`config.mk`:
```
export PLATFORM = sky130hd
export DESIGN_NAME = sortnet_top
export DESIGN_NICKNAME = d
export VERILOG_FILES = /design/src/rtl/sortnet_pkg.sv /design/src/rtl/sortnet_cmpx.sv /design/src/rtl/sortnet_stage.sv /design/src/rtl/sortnet_top.sv
export SDC_FILE = /design/constraint.sdc
export NUM_CORES = 2
export LEC_CHECK = 0
export ABC_AREA = 1
export BUFFER_PORTS_ARGS = -buffer_cell sky130_fd_sc_hd__clkbuf_2
export CORE_AREA = 8 8 586 588
export DETAILED_ROUTE_END_ITERATION = 16
export DIE_AREA = 0 0 594 596
export REMOVE_ABC_BUFFERS = 1
export SLEW_MARGIN = 10
export SYNTH_ARGS = -nofsm -noshare
export SYNTH_HDL_FRONTEND = slang
export SYNTH_SLANG_ARGS = --single-unit
```
`constraint.sdc`:
```
create_clock -name clk -period 0.8 [get_ports clk]
set_input_delay 0.12 -clock clk [delete_from_list [all_inputs] [get_ports clk]]
set_output_delay 0.12 -clock clk [all_outputs]
set_load 0.01 [all_outputs]
```
`src/rtl/sortnet_pkg.sv`:
```
`timescale 1ns/1ps
package sortnet_pkg;

  // Number of pipeline stages for a given lane count.
  function automatic int stage_count(input int lanes);
    if (lanes == 4) return 3;
    return lanes;
  endfunction

  // Lane that `lane` is paired with in stage `st`, or -1 when it idles.
  function automatic int partner(input int lanes, input int st, input int lane);
    if (lanes == 4) begin
      case (st)
        0: return lane ^ 1;
        1: return lane ^ 2;
        default: begin
          if (lane == 1) return 2;
          if (lane == 2) return 1;
          return -1;
        end
      endcase
    end
    if ((st % 2) == 0) begin
      if ((lane ^ 1) < lanes) return lane ^ 1;
      return -1;
    end
    if (lane == 0 || lane == lanes - 1) return -1;
    if ((lane % 2) == 1) return lane + 1;
    return lane - 1;
  endfunction

endpackage

```
`src/rtl/sortnet_cmpx.sv`:
```
`timescale 1ns/1ps
module sortnet_cmpx #(
  parameter int KW = 32,
  parameter int IW = 8
) (
  input  logic [KW-1:0] a_key,
  input  logic [IW-1:0] a_idx,
  input  logic [KW-1:0] b_key,
  input  logic [IW-1:0] b_idx,
  output logic [KW-1:0] lo_key,
  output logic [IW-1:0] lo_idx,
  output logic [KW-1:0] hi_key,
  output logic [IW-1:0] hi_idx
);
  logic swap;

  // Strictly greater: equal keys stay where they are.
  always_comb begin
    swap = a_key > b_key;
    if (swap) begin
      lo_key = b_key;  lo_idx = b_idx;
      hi_key = a_key;  hi_idx = a_idx;
    end else begin
      lo_key = a_key;  lo_idx = a_idx;
      hi_key = b_key;  hi_idx = b_idx;
    end
  end
endmodule

```
`src/rtl/sortnet_stage.sv`:
```
`timescale 1ns/1ps
module sortnet_stage #(
  parameter int N     = 8,
  parameter int KW    = 32,
  parameter int IW    = 8,
  parameter int STAGE = 0
) (
  input  logic                  clk,
  input  logic                  rst_ni,
  input  logic                  vld_i,
  input  logic [N-1:0][KW-1:0]  key_i,
  input  logic [N-1:0][IW-1:0]  idx_i,
  output logic                  vld_o,
  output logic [N-1:0][KW-1:0]  key_o,
  output logic [N-1:0][IW-1:0]  idx_o
);
  localparam int SW = KW + $clog2(N) + 1;

  logic [N-1:0][KW-1:0] key_nx;
  logic [N-1:0][IW-1:0] idx_nx;
  logic [N-1:0][KW-1:0] key_q;
  logic [N-1:0][IW-1:0] idx_q;
  logic                 vld_q;
  logic                 load_en;

  // Next-state network: one compare-exchange per active pair
  for (genvar g = 0; g < N; g++) begin : g_lane
    localparam int P = sortnet_pkg::partner(N, STAGE, g);
    if (P < 0) begin : g_idle
      assign key_nx[g] = key_i[g];
      assign idx_nx[g] = idx_i[g];
    end else if (P > g) begin : g_cell
      sortnet_cmpx #(.KW(KW), .IW(IW)) u_cmpx (
        .a_key (key_i[g]),  .a_idx (idx_i[g]),
        .b_key (key_i[P]),  .b_idx (idx_i[P]),
        .lo_key(key_nx[g]), .lo_idx(idx_nx[g]),
        .hi_key(key_nx[P]), .hi_idx(idx_nx[P])
      );
      // equal keys keep their indices in place
      p_equal_kept_r3: assert property (@(posedge clk) disable iff (!rst_ni)
        (vld_q && $past(vld_i) && $past(key_i[g] == key_i[P]))
          |-> (idx_q[g] == $past(idx_i[g]) && idx_q[P] == $past(idx_i[P])));
    end
  end

  assign load_en = vld_i;

  // Register process: valid is reset, data only loads under enable
  always_ff @(posedge clk or negedge rst_ni) begin
    if (!rst_ni) vld_q <= 1'b0;
    else         vld_q <= vld_i;
  end

  always_ff @(posedge clk) begin
    if (load_en) begin
      key_q <= key_nx;
      idx_q <= idx_nx;
    end
  end

  assign vld_o = vld_q;
  assign key_o = key_q;
  assign idx_o = idx_q;

  // Checker-side sums: a swap must neither create nor lose a record
  logic [SW-1:0] ksum_in, ksum_q;
  logic [IW-1:0] ixor_in, ixor_q;
  always_comb begin
    ksum_in = '0; ksum_q = '0; ixor_in = '0; ixor_q = '0;
    for (int l = 0; l < N; l++) begin
      ksum_in = ksum_in + SW'(key_i[l]);
      ksum_q  = ksum_q  + SW'(key_q[l]);
      ixor_in = ixor_in ^ idx_i[l];
      ixor_q  = ixor_q  ^ idx_q[l];
    end
  end

  p_valid_follows_r4: assert property (@(posedge clk) disable iff (!rst_ni)
    vld_q == $past(vld_i));

  p_keys_conserved_r2: assert property (@(posedge clk) disable iff (!rst_ni)
    (vld_q && $past(vld_i)) |-> (ksum_q == $past(ksum_in) && ixor_q == $past(ixor_in)));

endmodule

```
`src/rtl/sortnet_top.sv`:
```
`timescale 1ns/1ps
module sortnet_top #(
  parameter int N     = 8,
  parameter int KEY_W = 32,
  parameter int IDX_W = 8
) (
  input  logic               clk,
  input  logic               rst_n,
  input  logic               in_valid,
  input  logic [N*KEY_W-1:0] in_keys,
  input  logic [N*IDX_W-1:0] in_idx,
  output logic               out_valid,
  output logic [N*KEY_W-1:0] out_keys,
  output logic [N*IDX_W-1:0] out_idx
);
  localparam int LAT = sortnet_pkg::stage_count(N);

  // Reset: asserted asynchronously, released on the clock
  logic [1:0] rst_sync_q;
  logic       rst_int_n;
  always_ff @(posedge clk or negedge rst_n) begin
    if (!rst_n) rst_sync_q <= 2'b00;
    else        rst_sync_q <= {rst_sync_q[0], 1'b1};
  end
  assign rst_int_n = rst_sync_q[1];

  logic                       v_chain [LAT+1];
  logic [N-1:0][KEY_W-1:0]    k_chain [LAT+1];
  logic [N-1:0][IDX_W-1:0]    i_chain [LAT+1];

  assign v_chain[0] = in_valid;
  assign k_chain[0] = in_keys;
  assign i_chain[0] = in_idx;

  for (genvar s = 0; s < LAT; s++) begin : g_stage
    sortnet_stage #(.N(N), .KW(KEY_W), .IW(IDX_W), .STAGE(s)) u_stage (
      .clk   (clk),
      .rst_ni(rst_int_n),
      .vld_i (v_chain[s]),
      .key_i (k_chain[s]),
      .idx_i (i_chain[s]),
      .vld_o (v_chain[s+1]),
      .key_o (k_chain[s+1]),
      .idx_o (i_chain[s+1])
    );
  end

  assign out_valid = v_chain[LAT];
  assign out_keys  = k_chain[LAT];
  assign out_idx   = i_chain[LAT];

  // every valid output tuple is in ascending key order
  for (genvar j = 0; j < N - 1; j++) begin : g_ord
    p_out_ordered_r1: assert property (@(posedge clk) disable iff (!rst_int_n)
      out_valid |-> (k_chain[LAT][j] <= k_chain[LAT][j+1]));
  end

  // no valid output while the internal reset is held
  p_reset_quiet_r7: assert property (@(posedge clk)
    !rst_int_n |-> !out_valid);

endmodule

```
==> impl_metrics.env <==
export IMPL_ant_nets=0
export IMPL_routed_wl_um=453000
export IMPL_final_hold_violation_count=0
export IMPL_power_density_mw_per_mm2=4180
export IMPL_io_pins=644
export IMPL_dr_pass1_iters=6
export IMPL_rsz0062_at_grt="true"
export IMPL_cts_buffers=283
export IMPL_tritoncts="done"
export IMPL_grt_first_pass_wirelength_um=637000
export IMPL_grt_max_degree=81
export IMPL_fin_crit_ns=2.49
export IMPL_dieArea_sq_mm=0.354
export IMPL_grt_util_met2_pct=38.3
export IMPL_htree_num_levels=5
export IMPL_syn_inst=13946
export IMPL_setup_viol=4820
export IMPL_ys_ff_latch=2570
export IMPL_viasPerCell=5.11
export IMPL_fin_nets=18473
export IMPL_drtIter0Drc=12154
export IMPL_cts_buffer_depth=4
export IMPL_timing_fmax_mhz=402
export IMPL_critical_path_max_fanout=8
export IMPL_peakVddDrop_mv=3.17
export IMPL_place_inst=20686
export IMPL_max_cap_violations=0
export IMPL_clock_latency_ns=0.92
export IMPL_track_usage_pct=23.4
export IMPL_row_count=213
export IMPL_clk_pin_slew_ns=0.06
export IMPL_fp_dieH_um=596
export IMPL_end_kind="flip-flop"
export IMPL_p_leak_nw=86.9
export IMPL_final_common_cell="nand2_1"
export IMPL_place_area_sq_mm=0.159
export IMPL_outcome="finished, violations left"
export IMPL_critPathRequiredTime_ns=1.44
export IMPL_drive_above_1_share_pct=26.9
export IMPL_core_sq_mm=0.334
export IMPL_start_util_pct=39.7
export IMPL_drv_slew=0
export IMPL_crit_type="flip-flop to flip-flop"
export IMPL_startpoint_type="flip-flop"
export IMPL_worstPathArrival_ns=3.12
export IMPL_busiest_layer="met2"
export IMPL_fin_crit_sh_pct=311
export IMPL_final_cell_mix="4959 x nand2_1, 2560 x edfxtp_1, 2318 x buf_4, 2225 x nand3_1, 1094 x inv_1"
export IMPL_synth_area_sq_mm=0.133
export IMPL_cts_root_buf="clkbuf_16"
export IMPL_port_buffers=643
export IMPL_stdcell_area_sq_mm=0.181
export IMPL_async_flop_share_pct=0.389
export IMPL_stdcell_count=21900
export IMPL_dp_slack_ns=-1.73
export IMPL_area_growth_pct=36.3
export IMPL_yosysWarningCount=0
export IMPL_antenna_found_initial=9
export IMPL_hold_path_class="primary input to async pin"
export IMPL_wl_per_cell_um=20.7
export IMPL_synth_distinct_cells=32
export IMPL_num_vias=111828
export IMPL_use_met3_pct=2.81
export IMPL_grt_ovfl_total=0
export IMPL_synth_edf_count=2560
export IMPL_violations="setup timing"
export IMPL_setup_slack_ns=-1.69
export IMPL_drc=0
export IMPL_syn_avg_cell_area_sq_um=9.53
export IMPL_gp_congestion=0.943
export IMPL_use_met1_pct=33.2
export IMPL_hpwl_um=344000
export IMPL_skew_ns=0.0433
export IMPL_synth_ff_type="edfxtp_1"
export IMPL_numClockSinks=2570
export IMPL_die_x_um=594
export IMPL_ys_seq_area_share_pct=58.0
export IMPL_grt_pass1_vias=100558
==> registers in the layout, summed over array words and instances, names as in the netlist <==
signal / count
g_stage.u_stage.key_o: 2048
g_stage.u_stage.idx_o: 512
g_stage.u_stage.vld_o: 8
rst_sync_q: 2
==> stage by stage <==
step                hold WS [ns]   TNS, ns  total power [mW]  utilization, %
CTS                       0.0175  -4128.67               710            51.6
floorplan                 -0.176         -               272               -
finish                    0.0831  -4151.06               757            54.2
global placement         -0.0934  -4247.57               559            47.4
global route              0.0703  -4466.57               801            54.1
detailed placement       -0.0901  -4303.52               565            47.4
==> final cells by class <==
type | count | area [sq um]
repair buffers | 3697 | 32100
fillers | 28742 | 153000
flip-flops and latches | 2570 | 77200
multi-input cells | 9583 | 52700
diodes | 7 | 17.5
inverters | 1119 | 4200
clock inverters | 187 | 2060
well taps | 4407 | 5510
clock buffers | 330 | 7400
==> report_power, final <==
part	switching (mW)	internal, mW
logic	207	155
registers	42.3	221
clock network	55.2	77.5
==> synthesized netlist by cell type (48+ instances only) <==
| cell type | number | area (sq um) |
|---|---|---|
| nor2_1 | 275 | 1030 |
| inv_1 | 1119 | 4200 |
| clkbuf_1 | 256 | 961 |
| ha_1 | 896 | 11200 |
| nand2_2 | 126 | 788 |
| nand3_1 | 2316 | 11600 |
| nand2_1 | 5358 | 20100 |
| edfxtp_1 | 2560 | 76900 |
| buf_2 | 226 | 1130 |
| o21ai_0 | 53 | 265 |
| buf_1 | 126 | 473 |
| nand4_1 | 53 | 332 |
| buf_4 | 48 | 360 |
| a21oi_1 | 368 | 1840 |
==> worst paths after layout <==
kind	start	end	slack (ns)	cells after the start
max in group asynchronous	rst_sync_q[1]	g_stage[4].u_stage.vld_o	0.40	1
min in group clk	in_idx[34]	g_stage[0].u_stage.idx_o[34]	0.09	4
worst max register to register	g_stage[2].u_stage.key_o[179]	g_stage[3].u_stage.key_o[204]	-1.69	13
worst min-delay path	rst_n	rst_sync_q[0]	0.08	3
worst max-delay path	g_stage[2].u_stage.key_o[179]	g_stage[3].u_stage.key_o[204]	-1.69	13
worst min register to register	rst_sync_q[1]	g_stage[3].u_stage.vld_o	0.19	1
==> per-layer routing <==
metal  part of all wire, %  vias to the layer above
li1                      -                    53675
met1                    43                    52797
met2                    46                     4603
met3                   6.8                      747
met4                   3.4                        6
met5                0.0075                        -
==> worst max-delay path, cell delays in order (launching register included) <==
cell and delay, ns:
edfxtp_1 0.53, ha_4 0.34, nand2_1 0.05, inv_1 0.08, buf_4 0.11, nand4_1 0.10, nor2_2 0.21, nand2_2 0.09
nand2_4 0.16, nand2_8 0.12, buf_4 0.16, buf_6 0.12, nand2_1 0.06, nand2_1 0.07
==> kinds of logic after synthesis <==
| kind of cell | count (synthesis) | synth area share, % |
|---|---|---|
| and+or+nand+nor | 8184 | 25.9 |
| adders and majority gates | 896 | 8.44 |
| DFF | 2570 | 58.0 |
| other | 1 | 0.00282 |
| AOI/OAI and AO/OA | 496 | 2.00 |
| buffers and inverters | 1799 | 5.64 |
==> repair_timing <==
action / 4_1_cts / 5_1_grt
setup buffers: 26 / 210
pin swaps: 37 / 276
hold endpoints to repair: 643 / 0
hold buffers: 324 / 0
setup endpoints to repair: 4813 / 4817
resized for setup: 127 / 981
cloned: 19 / 129
(Power assumes the default switching activity.)
